<file path="src/rtl/nrot_pkg.sv">
package nrot_pkg;

  typedef enum logic [1:0] {
    ST_IDLE  = 2'd0,
    ST_READ  = 2'd1,
    ST_WRITE = 2'd2,
    ST_DONE  = 2'd3
  } nrot_state_e;

  // Flag byte layout; a consumer decodes these positions.
  localparam int FB_CARRY = 0;
  localparam int FB_SUB   = 1;
  localparam int FB_PAR   = 2;
  localparam int FB_CPY3  = 3;
  localparam int FB_HALF  = 4;
  localparam int FB_CPY5  = 5;
  localparam int FB_ZERO  = 6;
  localparam int FB_SIGN  = 7;
  localparam int FLAG_W   = 8;

endpackage

</file>
<file path="src/rtl/nrot_seq.sv">
module nrot_seq
  import nrot_pkg::*;
(
  input  logic        clk,
  input  logic        rst,
  input  logic        start,
  input  logic        rd_valid,
  output nrot_state_e state,
  output logic        take_start,
  output logic        take_read
);

  nrot_state_e st_q, st_d;

  assign take_start = (st_q == ST_IDLE) && start;
  assign take_read  = (st_q == ST_READ) && rd_valid;
  assign state      = st_q;

  always_comb begin
    st_d = st_q;
    unique case (st_q)
      ST_IDLE:  if (start)    st_d = ST_READ;
      ST_READ:  if (rd_valid) st_d = ST_WRITE;
      ST_WRITE:               st_d = ST_DONE;
      ST_DONE:                st_d = ST_IDLE;
      default:                st_d = ST_IDLE;
    endcase
  end

  always_ff @(posedge clk) begin
    if (rst) st_q <= ST_IDLE;
    else     st_q <= st_d;
  end

endmodule

</file>
<file path="src/rtl/nrot_shuffle.sv">
module nrot_shuffle #(
  parameter int NIB_W = 4,
  localparam int DATA_W = 2 * NIB_W
) (
  input  logic              dir_left,
  input  logic [DATA_W-1:0] acc,
  input  logic [DATA_W-1:0] mem,
  output logic [DATA_W-1:0] new_mem,
  output logic [DATA_W-1:0] new_acc
);

  logic [NIB_W-1:0] acc_hi, acc_lo, mem_hi, mem_lo;

  assign acc_hi = acc[DATA_W-1:NIB_W];
  assign acc_lo = acc[NIB_W-1:0];
  assign mem_hi = mem[DATA_W-1:NIB_W];
  assign mem_lo = mem[NIB_W-1:0];

  always_comb begin
    if (dir_left) begin
      new_mem = {mem_lo, acc_lo};
      new_acc = {acc_hi, mem_hi};
    end else begin
      new_mem = {acc_lo, mem_hi};
      new_acc = {acc_hi, mem_lo};
    end
  end

endmodule

</file>
<file path="src/rtl/nrot_flaggen.sv">
module nrot_flaggen
  import nrot_pkg::*;
#(
  parameter int DATA_W = 8
) (
  input  logic              carry,
  input  logic [DATA_W-1:0] acc,
  output logic [FLAG_W-1:0] flags
);

  // Parity fold: stage k holds XOR of bits 0..k.
  logic [DATA_W-1:0] fold;

  assign fold[0] = acc[0];
  for (genvar k = 1; k < DATA_W; k++) begin : g_fold
    assign fold[k] = fold[k-1] ^ acc[k];
  end

  always_comb begin
    flags           = '0;
    flags[FB_CARRY] = carry;
    flags[FB_SUB]   = 1'b0;
    flags[FB_HALF]  = 1'b0;
    flags[FB_PAR]   = ~fold[DATA_W-1];
    flags[FB_ZERO]  = (acc == '0);
    flags[FB_SIGN]  = acc[DATA_W-1];
    flags[FB_CPY5]  = acc[5];
    flags[FB_CPY3]  = acc[3];
  end

endmodule

</file>
<file path="src/rtl/nibble_rot_unit.sv">
module nibble_rot_unit
  import nrot_pkg::*;
#(
  parameter int NIB_W  = 4,
  parameter int ADDR_W = 16,
  parameter int COST   = 18,
  localparam int DATA_W = 2 * NIB_W,
  localparam int COST_W = $clog2(COST + 1)
) (
  input  logic              clk,
  input  logic              rst,
  input  logic              start,
  input  logic              dir_left,
  input  logic [DATA_W-1:0] acc_in,
  input  logic              carry_in,
  input  logic [ADDR_W-1:0] ptr,
  output logic [ADDR_W-1:0] mem_addr,
  output logic              mem_rd_en,
  input  logic              mem_rd_valid,
  input  logic [DATA_W-1:0] mem_rd_data,
  output logic              mem_wr_en,
  output logic [DATA_W-1:0] mem_wr_data,
  output logic [DATA_W-1:0] acc_out,
  output logic [FLAG_W-1:0] flags_out,
  output logic [COST_W-1:0] op_cycles,
  output logic              busy,
  output logic              done
);

  nrot_state_e state;
  logic        take_start, take_read;

  logic [ADDR_W-1:0] addr_q;
  logic [DATA_W-1:0] acc_q, nacc_q, wdata_q, accout_q;
  logic              carry_q, dir_q, rd_q, wr_q, done_q;
  logic [FLAG_W-1:0] flags_q;
  logic [COST_W-1:0] cost_q;

  logic [DATA_W-1:0] new_mem_w, new_acc_w;
  logic [FLAG_W-1:0] flag_w;

  nrot_seq u_seq (
    .clk        (clk),
    .rst        (rst),
    .start      (start),
    .rd_valid   (mem_rd_valid),
    .state      (state),
    .take_start (take_start),
    .take_read  (take_read)
  );

  nrot_shuffle #(.NIB_W(NIB_W)) u_shuf (
    .dir_left (dir_q),
    .acc      (acc_q),
    .mem      (mem_rd_data),
    .new_mem  (new_mem_w),
    .new_acc  (new_acc_w)
  );

  nrot_flaggen #(.DATA_W(DATA_W)) u_flag (
    .carry (carry_q),
    .acc   (nacc_q),
    .flags (flag_w)
  );

  always_ff @(posedge clk) begin
    if (rst) begin
      addr_q   <= '0;
      acc_q    <= '0;
      nacc_q   <= '0;
      wdata_q  <= '0;
      accout_q <= '0;
      carry_q  <= 1'b0;
      dir_q    <= 1'b0;
      rd_q     <= 1'b0;
      wr_q     <= 1'b0;
      done_q   <= 1'b0;
      flags_q  <= '0;
      cost_q   <= '0;
    end else begin
      if (take_start) begin
        addr_q  <= ptr;
        acc_q   <= acc_in;
        carry_q <= carry_in;
        dir_q   <= dir_left;
        rd_q    <= 1'b1;
      end
      if (take_read) begin
        rd_q    <= 1'b0;
        wr_q    <= 1'b1;
        wdata_q <= new_mem_w;
        nacc_q  <= new_acc_w;
      end
      if (state == ST_WRITE) begin
        wr_q     <= 1'b0;
        done_q   <= 1'b1;
        accout_q <= nacc_q;
        flags_q  <= flag_w;
        cost_q   <= COST_W'(COST);
      end
      if (state == ST_DONE) begin
        done_q <= 1'b0;
      end
    end
  end

  assign mem_addr    = addr_q;
  assign mem_rd_en   = rd_q;
  assign mem_wr_en   = wr_q;
  assign mem_wr_data = wdata_q;
  assign acc_out     = accout_q;
  assign flags_out   = flags_q;
  assign op_cycles   = cost_q;
  assign done        = done_q;
  assign busy        = (state != ST_IDLE);

endmodule

</file>
<file path="config.mk">
export PLATFORM = sky130hd
export DESIGN_NAME = nibble_rot_unit
export DESIGN_NICKNAME = d
export VERILOG_FILES = /design/src/rtl/nrot_pkg.sv /design/src/rtl/nrot_seq.sv /design/src/rtl/nrot_shuffle.sv /design/src/rtl/nrot_flaggen.sv /design/src/rtl/nibble_rot_unit.sv
export SDC_FILE = /design/constraint.sdc
export NUM_CORES = 1
export LEC_CHECK = 0
export ABC_AREA = 1
export BUFFER_PORTS_ARGS = -buffer_cell sky130_fd_sc_hd__buf_4
export CAP_MARGIN = 20
export CORE_MARGIN = 2
export CORE_UTILIZATION = 28
export DETAILED_ROUTE_END_ITERATION = 6
export HOLD_SLACK_MARGIN = 0.1
export PLACE_DENSITY = 0.49
export SLEW_MARGIN = 20
export SYNTH_ARGS = -nofsm -noshare
export SYNTH_HDL_FRONTEND = slang
export SYNTH_HIERARCHICAL = 1
export SYNTH_SLANG_ARGS = --single-unit
</file>
<file path="constraint.sdc">
create_clock -name clk -period 2 [get_ports clk]
set_input_delay 0.3 -clock clk [delete_from_list [all_inputs] [get_ports clk]]
set_output_delay 0.3 -clock clk [all_outputs]
set_load 0.01 [all_outputs]
</file>
==> impl_metrics.yaml <==
die:
  core_um2: 10400
  start_util_pct: 28.9
  io_pins: 87
  dieHeight_um: 107
  die_width_um: 107
  row_count: 37
  die-area_um2: 11600
clocking:
  worstSkewPairLatency_ns: 0.33
  cts.sinks: 64
  cts-hold-fix-buffers: 0
  cts_buffers: 9
  cts_buffer_depth: 2
  ctsResizeCount: 0
  cts-htree-levels: 3
  cts_tree: "done"
  clock-root-buffer: "clkbuf_8"
  path_clk_slew_ns: 0.07
  postCtsSetupBuffers: 0
synth:
  ys_seq_area_share_pct: 42.7
  synth.avg_cell_area_um2: 7.09
  synth_area_leaders: "dfxtp_1 (43%), nor2_1 (15%), nand2_1 (8.9%)"
  synth_seq_cells: 64
  yosysUniqueCellTypes: 24
  syn_area_um2: 3000
  yosysTopAreaCellShare_pct: 42.7
  synthCells: 423
  yosysTopAreaCell: "dfxtp_1"
  yosys_warnings: 6
power_and_ir_drop:
  p_per_area_nw_per_um2: 1400
  power_leakage_nw: 1.89
  max-vdd-ir-drop_uv: 468
drt:
  drc: 0
  wirelength_um: 6810
  firstDrtPassIters: 4
  vias: 2607
  drtIter0Drc: 128
  via_per_inst: 4.12
  routedWlPerCell_um: 10.8
  ant_nets: 0
global_routing:
  grt_max_degree: 42
  grt_pass1_vias: 2512
  gr-usage-all-layers_pct: 12.4
  grt_pass1_wl_um: 11400
  overflow: 0
  antenna_found_initial: 0
placed_design:
  post-place-ws_ns: 0.429
  dpl.hpwl_um: 4930
  place_inst: 617
  place.gp.congestion: 0.783
  numPortBuffers: 83
final_layout:
  syn_to_final_growth_pct: 27.6
  antennaDiodeCount: 0
  drive_above_1_share_pct: 27.8
  fin_cells: 633
  final_util_pct: 36.9
  finalNetCount: 535
sta:
  postLayoutSetupSlackWorst_ns: 0.415
  fin_crit_ns: 1.59
  hold_viol: 0
  max_freq_mhz: 631
  clock_skew_ns: 0.0152
  maxSlewViolCount: 0
  setup_tns_ns: 0
  setup_viol: 0
  finalCritPeriodShare_pct: 79.3
  rsz0062_at_grt: "no"
worst_setup_path:
  cp-startpoint: "u_seq/state[0]"
  crit_arrival_ns: 1.81
  worstSetupPathType: "register to register"
  crit_fanout: 26
  endpoint: "acc_q[6]"
  crit-reg2reg-launch: "u_seq/state[0]"
  rrSetupSlack_ns: 0.41
  rr_worst_depth: 7
  start_kind: "register"
  cp_data_required_time_ns: 2.23
  cp-end-kind: "register"
  regToRegEndpoint: "acc_q[6]"
worst_hold_path:
  hp-class: "input pin to register"
outcome:
  status: "complete, no violations"
job:
  cap_viol_max_count: 0
[how the worst min path moves through the flow]
stage	start	end	slack (ns)	depth (start not counted)
finish	rst	op_cycles[1]	0.18	2
global route	rst	op_cycles[1]	0.16	2
CTS	rst	op_cycles[1]	0.16	2
detailed placement	mem_addr[11]	mem_addr[11]	0.48	2
global placement	flags_out[1]	flags_out[1]	0.47	2
floorplan	rst	done	0.37	1
[registers in the layout, indices dropped and copies added, names as in the netlist]
name and count:
done 1, acc_q 8, dir_q 1, nacc_q 8, mem_rd_en 1, op_cycles 1, mem_addr 16, mem_wr_en 1
mem_wr_data 8, flags_out 8, u_seq/state 2, acc_out 8, carry_q 1
[stage by stage]
step	hold WS, ns	instance area (µm²)	total power (W)
6_report	0.178	3830	0.00535
3_3_place_gp	0.470	3610	0.00415
5_1_grt	0.158	3830	0.00584
3_5_place_dp	0.476	3610	0.00418
4_1_cts	0.161	3830	0.00545
2_1_floorplan	0.369	3010	0.00351
[cells in the mapped netlist]
| library cell | n |
|---|---|
| buf_12 | 1 |
| inv_2 | 4 |
| conb_1 | 2 |
| nand3_1 | 14 |
| nand2_1 | 71 |
| nor3_1 | 1 |
| buf_6 | 4 |
| o21ai_0 | 10 |
| buf_2 | 7 |
| nor4_1 | 1 |
| buf_4 | 19 |
| ha_1 | 5 |
| nor2_2 | 8 |
| nand2_2 | 10 |
| clkbuf_1 | 3 |
| xnor2_1 | 1 |
| inv_1 | 34 |
| nor2_8 | 1 |
| nand3_2 | 8 |
| o21ai_1 | 33 |
| a21oi_1 | 3 |
| nor2_1 | 117 |
| inv_4 | 2 |
| dfxtp_1 | 64 |
[power breakdown]
group	total [W]	leakage [nW]	internal [W]	switching, W
Combinational	0.00220	1.25	0.000939	0.00126
Clock	0.00123	0.110	0.000704	0.000531
Sequential	0.00192	0.526	0.00167	0.000246
Total	0.00535	1.89	0.00332	0.00204
[area by class of cell]
class | instances | area (µm²)
clock buffer | 9 | 124
clock inverter | 7 | 95.1
fill | 1142 | 6540
inverter | 40 | 155
multi-input combinational | 288 | 1320
sequential | 64 | 1280
tap | 136 | 170
timing repair buffer | 89 | 681
[worst max-delay path: stages, from the launching register on]
cell     delay, ns
dfxtp_1       0.31
inv_1         0.11
ha_1          0.20
nand2_1       0.06
inv_1         0.29
inv_2         0.27
nor2_1        0.17
nor2_1        0.06
[routing by layer]
layer  up-vias  GRT usage (%)  wire length [µm]
met5         -              0                 0
met3         4           4.06               424
met4         0           5.22                57
li1       1418              -                 -
met1      1120           15.3              3230
met2        65           19.6              3100
[kinds of logic after synthesis]
group                    share of synthesized area [%]
AO/OA/AOI/OAI                                     7.68
other                                            0.250
buffers and inverters                             13.6
AND/OR/NAND/NOR                                   33.3
XOR/XNOR                                         0.292
adder cells (fa/ha/maj)                           2.09
flip-flops                                        42.7
[cells in the final DEF, fill, tap and decap left out, drive strengths merged]
| master | netlist | layout |
|---|---|---|
| nor2 | 126 | 126 |
| buf | 31 | 89 |
| nand2 | 81 | 81 |
| dfxtp | 64 | 64 |
| o21ai | 43 | 43 |
| inv | 40 | 41 |
| nand3 | 22 | 22 |
| clkbuf | 3 | 9 |
| conb | 2 | 5 |
| ha | 5 | 5 |
| a21oi | 3 | 3 |
| clkinv | 0 | 3 |
| bufinv | 0 | 2 |
| nor3 | 1 | 1 |
| clkinvlp | 0 | 1 |
| xnor2 | 1 | 1 |
| nor4 | 1 | 1 |
(Power assumes the default switching activity.)
